==> config.mk <==
export PLATFORM = sky130hd
export DESIGN_NAME = uart_irq_status
export DESIGN_NICKNAME = d
export VERILOG_FILES = /design/src/rtl/uart_irq_pkg.sv /design/src/rtl/uart_rx_timeout.sv /design/src/rtl/uart_thre_tracker.sv /design/src/rtl/uart_irq_prio.sv /design/src/rtl/uart_irq_status.sv
export SDC_FILE = /design/constraint.sdc
export NUM_CORES = 1
export LEC_CHECK = 0
export ABC_AREA = 1
export ABC_CLOCK_PERIOD_IN_PS = 4400
export BUFFER_PORTS_ARGS = -buffer_cell sky130_fd_sc_hd__buf_2
export CAP_MARGIN = 10
export CORE_MARGIN = 2
export CORE_UTILIZATION = 56
export CTS_BUF_LIST = sky130_fd_sc_hd__clkbuf_16
export DETAILED_ROUTE_END_ITERATION = 6
export PLACE_DENSITY = 0.85
export SETUP_SLACK_MARGIN = 0.5
export SYNTH_ARGS = -nofsm -noshare
export SYNTH_HDL_FRONTEND = slang
export SYNTH_SLANG_ARGS = --single-unit
==> constraint.sdc <==
create_clock -name clk -period 4.4 [get_ports clk]
set_input_delay 0.88 -clock clk [delete_from_list [all_inputs] [get_ports clk]]
set_output_delay 0.88 -clock clk [all_outputs]
set_load 0.005 [all_outputs]
==> src/rtl/uart_irq_pkg.sv <==
// Shared codes and frame arithmetic for the UART interrupt/status logic.
package uart_irq_pkg;

    typedef enum logic [3:0] {
        IID_MODEM  = 4'h0,
        IID_NONE   = 4'h1,
        IID_THRE   = 4'h2,
        IID_RXDATA = 4'h4,
        IID_LINE   = 4'h6,
        IID_TMO    = 4'hC
    } iid_e;

    // Bits in one frame: start + data (5..8) + one stop.
    function automatic int unsigned frame_bits(input logic [1:0] wl);
        return 32'd7 + 32'(wl);
    endfunction

endpackage

==> src/rtl/uart_rx_timeout.sv <==
// Receive character timeout timer.
// Counts 16x ticks while the receive FIFO holds data and no timeout is
// pending; fires after TMO_CHARS frame times. Assumes tick16 is one cycle wide.
module uart_rx_timeout #(
    parameter int TMO_CHARS = 4,
    parameter int OVS       = 16,
    parameter int CW        = 10
) (
    input  logic       clk,
    input  logic       rst_n,
    input  logic       tick16,
    input  logic [1:0] word_len,
    input  logic       rx_nonempty,
    input  logic       rx_push,
    input  logic       rx_read,
    output logic       fired
);
    import uart_irq_pkg::*;

    logic [CW-1:0] cnt;
    logic [CW-1:0] limit;

    assign limit = CW'(TMO_CHARS * OVS * frame_bits(word_len));

    // Advance the idle counter and latch the timeout event.
    always_ff @(posedge clk) begin
        if (!rst_n) begin
            cnt   <= '0;
            fired <= 1'b0;
        end else if (!rx_nonempty || rx_read) begin
            cnt   <= '0;
            fired <= 1'b0;
        end else if (rx_push) begin
            cnt <= '0;
        end else if (!fired && tick16) begin
            if (cnt == limit - 1'b1) begin
                fired <= 1'b1;
                cnt   <= '0;
            end else begin
                cnt <= cnt + 1'b1;
            end
        end
    end

endmodule

==> src/rtl/uart_thre_tracker.sv <==
// Transmit-empty indication with the one-frame-less-stop-bit hold-off.
// The indication rises at once if the FIFO held two or more characters
// since it was last high (or FIFOs are off); otherwise it waits.
// empty_evt pulses in the cycle whose edge raises the indication.
module uart_thre_tracker #(
    parameter int OVS = 16,
    parameter int CW  = 10,
    parameter int PW  = 5
) (
    input  logic          clk,
    input  logic          rst_n,
    input  logic          tick16,
    input  logic [1:0]    word_len,
    input  logic          fifo_en,
    input  logic [PW-1:0] tx_count,
    output logic          thre,
    output logic          empty_evt
);
    import uart_irq_pkg::*;

    logic          seen_two;
    logic [CW-1:0] dcnt;
    logic [CW-1:0] dly;
    logic          tx_empty;
    logic          fast_path;
    logic          slow_done;

    assign dly       = CW'((frame_bits(word_len) - 1) * OVS);
    assign tx_empty  = (tx_count == '0);
    assign fast_path = tx_empty && !thre && (seen_two || !fifo_en);
    assign slow_done = tx_empty && !thre && !seen_two && fifo_en
                       && tick16 && (dcnt == dly - 1'b1);
    assign empty_evt = fast_path || slow_done;

    // Track FIFO history, run the hold-off counter, update the indication.
    always_ff @(posedge clk) begin
        if (!rst_n) begin
            thre     <= 1'b1;
            seen_two <= 1'b0;
            dcnt     <= '0;
        end else if (!tx_empty) begin
            thre <= 1'b0;
            dcnt <= '0;
            if (tx_count >= PW'(2)) seen_two <= 1'b1;
        end else if (empty_evt) begin
            thre     <= 1'b1;
            seen_two <= 1'b0;
            dcnt     <= '0;
        end else if (!thre && tick16) begin
            dcnt <= dcnt + 1'b1;
        end
    end

endmodule

==> src/rtl/uart_irq_prio.sv <==
// Fixed-priority encoder from pending sources to identification code.
// Assumes pend bits are already gated by their enables.
module uart_irq_prio (
    input  logic                    line_p,
    input  logic                    rxd_p,
    input  logic                    tmo_p,
    input  logic                    thre_p,
    input  logic                    modem_p,
    output uart_irq_pkg::iid_e      code
);
    import uart_irq_pkg::*;

    // Pick the highest-priority pending source.
    always_comb begin
        if (line_p)       code = IID_LINE;
        else if (rxd_p)   code = IID_RXDATA;
        else if (tmo_p)   code = IID_TMO;
        else if (thre_p)  code = IID_THRE;
        else if (modem_p) code = IID_MODEM;
        else              code = IID_NONE;
    end

endmodule

==> src/rtl/uart_irq_status.sv <==
// Interrupt identification and line status for a FIFO UART.
// Combines FIFO levels, error flags and CPU strobes into the IIR code, the
// request line and the LSR bits. FIFO storage and shifters are external.
module uart_irq_status #(
    parameter int DEPTH     = 16,
    parameter int TMO_CHARS = 4,
    parameter int OVS       = 16,
    localparam int PW       = $clog2(DEPTH + 1),
    localparam int CW       = $clog2(TMO_CHARS * OVS * 10 + 1)
) (
    input  logic          clk,
    input  logic          rst_n,
    input  logic          tick16,
    input  logic [1:0]    word_len,
    input  logic          fifo_en,
    input  logic [3:0]    ier,
    input  logic [PW-1:0] rx_count,
    input  logic [PW-1:0] rx_trig_lvl,
    input  logic          rx_push,
    input  logic [3:0]    rx_err_head,
    input  logic          rx_err_any,
    input  logic [PW-1:0] tx_count,
    input  logic          tsr_idle,
    input  logic          modem_irq,
    input  logic          rbr_read,
    input  logic          iir_read,
    input  logic          thr_write,
    output logic [3:0]    iir_id,
    output logic          irq,
    output logic [7:0]    lsr
);
    import uart_irq_pkg::*;

    logic  tmo_fired;
    logic  thre;
    logic  empty_evt;
    logic  thr_irq;
    logic  fe_q;
    logic  rx_nonempty;
    logic  rx_avail;
    logic  line_p, rxd_p, tmo_p, thre_p, modem_p;
    iid_e  code;

    assign rx_nonempty = (rx_count != '0);
    assign rx_avail    = fifo_en ? (rx_nonempty && rx_count >= rx_trig_lvl)
                                 : rx_nonempty;

    uart_rx_timeout #(.TMO_CHARS(TMO_CHARS), .OVS(OVS), .CW(CW)) u_tmo (
        .clk(clk), .rst_n(rst_n), .tick16(tick16), .word_len(word_len),
        .rx_nonempty(rx_nonempty), .rx_push(rx_push), .rx_read(rbr_read),
        .fired(tmo_fired)
    );

    uart_thre_tracker #(.OVS(OVS), .CW(CW), .PW(PW)) u_thre (
        .clk(clk), .rst_n(rst_n), .tick16(tick16), .word_len(word_len),
        .fifo_en(fifo_en), .tx_count(tx_count),
        .thre(thre), .empty_evt(empty_evt)
    );

    assign line_p  = ier[2] && (rx_err_head != 4'b0);
    assign rxd_p   = ier[0] && rx_avail;
    assign tmo_p   = ier[0] && fifo_en && tmo_fired;
    assign thre_p  = ier[1] && thr_irq;
    assign modem_p = ier[3] && modem_irq;

    uart_irq_prio u_prio (
        .line_p(line_p), .rxd_p(rxd_p), .tmo_p(tmo_p),
        .thre_p(thre_p), .modem_p(modem_p), .code(code)
    );

    // Remember the FIFO-enable bit to spot a change.
    always_ff @(posedge clk) begin
        if (!rst_n) fe_q <= 1'b0;
        else        fe_q <= fifo_en;
    end

    // Transmitter-empty interrupt flag: set on empty or FIFO mode change.
    always_ff @(posedge clk) begin
        if (!rst_n)
            thr_irq <= 1'b0;
        else if (empty_evt || ((fifo_en != fe_q) && thre))
            thr_irq <= 1'b1;
        else if (thr_write || (iir_read && code == IID_THRE))
            thr_irq <= 1'b0;
    end

    assign iir_id = code;
    assign irq    = line_p | rxd_p | tmo_p | thre_p | modem_p;
    assign lsr    = {fifo_en & rx_err_any, thre & tsr_idle, thre,
                     rx_err_head, rx_nonempty};

endmodule

==> results.ini <==
[power]
total_power_mw=0.513
power_leakage_nw=1.06
power.density_mw_per_mm2=244
ir_drop_mv=0.183

[floorplan]
start_util_pct=58.6
die_w_um=60.3
io_pins=49
die_y_um=60.3
num_rows=20
fp.dieArea_mm2=0.00363
core_area_mm2=0.00303

[yosys]
ys_seq_area_share_pct=28.2
postSynthCellCount=273
syn-num-nets=323
ys_async_sr_fraction_pct=0
synth_top_area_share_pct=28.2
synthTopCellsByCount=nand2_1, inv_1, nor2_1
ys_ff_latch=25
synth.avg_cell_area_um2=6.49
synth_ff_type=dfxtp_1
synth_warnings=0
post-synth-top-count-cell=nand2_1
yosys-top-cells-area=dfxtp_1, nand2_1, ha_1
ys_types=31
netlist_area_mm2=0.00177
synth_area_leader_cell=dfxtp_1
synth-edff-count=0

[clock_network]
htreeDepth=1
numCtsBuffers=3
clock_sinks=25
cts_tree=built
cts_buffer_depth=2
clock_latency_ps=260
ctsResizeCount=0
post-cts-setup-buffer-count=0
postCtsHoldBufs=0
root_buffer=clkbuf_16
clkSlewWorstSetupHoldPaths_ps=70

[critical_path]
path_max_fanout=4
critPathCapture=irq
reg2reg_depth=8
timing.rr.end=u_tmo.cnt[6]$_SDFFE_PP0P_
crit_path_start=rx_count[4]
crit_type=primary input to primary output
crit_required_ps=3520
path_cells=buf_2, ha_1, nand2_1, inv_1, nand2_1, nand3_1, nand2_1, nand3_1, nor2_1, inv_1, buf_2
crit_top_cell=nand2_1
critPathLaunchType=primary input
critical_path.slowest_cell=ha_1
cpPeakStageDelay_ps=300
arrival_ps=2030
r2r_start=u_tmo.cnt[0]$_SDFFE_PP0P_
end_kind=primary output
reg2reg_slack_ps=2790

[timing]
tightest_slew_ps=315
setup_viol_count_final=0
fmax_ghz=0.344
fin_skew_ps=3.59
slew_headroom_pct=78.9
finalSetupTns_ps=0
hold_viol_final=0
final-max-slew-violation-count=0
fin_crit_ps=2910
setup_slack_ps=1490
rsz0062_at_grt=false
finalCritPeriodShare_pct=66.1

[route]
drc=0
viasPerCell=4.84
wl_per_cell_um=9.90
firstDrtPassIters=4
ant_nets=0
vias=1751
finalWirelength_um=3590
drt-initial-drc-count=70

[placement]
pre_cts_ws_ps=1480
gp_congestion=0.850
port_buffers=48
dp_hpwl_um=2880
dp.cells=358

[cells_and_area]
nets=369
nFillCells=269
layout-drive-gt1-share_pct=20.8
diodes=0
fin_util_pct=69.4
syn2layout_area_growth_pct=18.5
layoutNonFillerInstCount=362

[global_route]
antenna_found_initial=0
grt_pass1_vias=1594
grt_max_degree=16
grt.total_usage_pct=21.5
grt_pass1_wl_um=6070
grt-ovfl-total=0

[run_status]
outcome=finished clean

[run]
cap_violations=0

[hold_path]
min_from=u_thre.dcnt[9]$_SDFFE_PP0P_
hp-class=flip-flop to flip-flop

[registers in the layout (all words and copies together), names as in the netlist]
| name | cells |
|---|---|
| thr_irq | 1 |
| u_tmo.cnt | 10 |
| u_tmo.fired | 1 |
| u_thre.dcnt | 10 |
| u_thre.seen_two | 1 |
| fe_q | 1 |
| u_thre.thre | 1 |
[layer usage]
| layer | routed length, µm | vias up | global-route usage, % | share of wire (%) |
|---|---|---|---|---|
| met3 | 232 | 4 | 2.16 | 6.5 |
| met4 | 48 | 0 | 8.89 | 1.3 |
| li1 | - | 932 | - | - |
| met5 | 0 | - | 0 | 0 |
| met2 | 1670 | 61 | 38.7 | 46 |
| met1 | 1640 | 754 | 25.7 | 46 |
[power breakdown]
part / internal [mW] / switching, mW / total (mW)
Combinational: 0.0341 / 0.0425 / 0.0766
Sequential: 0.229 / 0.00188 / 0.231
Clock: 0.123 / 0.0818 / 0.205
Total: 0.386 / 0.126 / 0.513
[logic make-up (layout without fill, tap and decap cells)]
group	after synthesis	in the layout	synth area share [%]
and+or+nand+nor	144	144	35.8
buffers and inverters	56	101	13.3
DFF	25	25	28.2
AOI/OAI and AO/OA	21	21	6.42
adders and majority gates	14	14	9.88
xor gates and xnor gates	13	13	6.42
[layout by cell type, fill, tap and decap left out, types with 2 or more instances in the layout]
master	instances
xor2_1	10
nand3_1	17
nand4_1	6
inv_1	44
clkbuf_16	3
o22ai_1	2
a21oi_1	8
buf_2	48
nand2_1	67
nand2_2	5
ha_1	14
o21ai_0	7
inv_2	4
xnor2_1	3
dfxtp_1	25
nor2_1	39
[through the flow]
stage / hold slack [ps] / cell area [µm²]
floorplan: 443 / 1770
global placement: 460 / 2020
detailed placement: 473 / 2020
CTS: 486 / 2100
global route: 520 / 2100
finish: 489 / 2100
[layout make-up]
type                       count  area, µm²  area share, %
multi-input combinational    192       1040           49.4
sequential                    25        500           23.8
timing repair buffer          48        240           11.4
inverter                      49        185           8.81
clock buffer                   3       75.1           3.57
tap                           44       55.1           2.62
clock inverter                 1       7.51          0.357
[critical path, delay by kind of cell]
kind / cells / cell delay [ps]
fa+ha+maj: 1 / 300
buf+inv: 4 / 320
simple gates: 6 / 540
[worst min-delay path by stage]
stage / end / slack, ps / cells past startpoint
final: u_thre.dcnt[9]$_SDFFE_PP0P_ / 490 / 2
after global routing: u_thre.dcnt[9]$_SDFFE_PP0P_ / 520 / 2
after CTS: u_thre.dcnt[9]$_SDFFE_PP0P_ / 490 / 2
after detailed placement: u_thre.dcnt[9]$_SDFFE_PP0P_ / 470 / 2
after global placement: u_tmo.cnt[4]$_SDFFE_PP0P_ / 460 / 1
after floorplan: u_tmo.cnt[4]$_SDFFE_PP0P_ / 440 / 1
(Power assumes the default switching activity.)
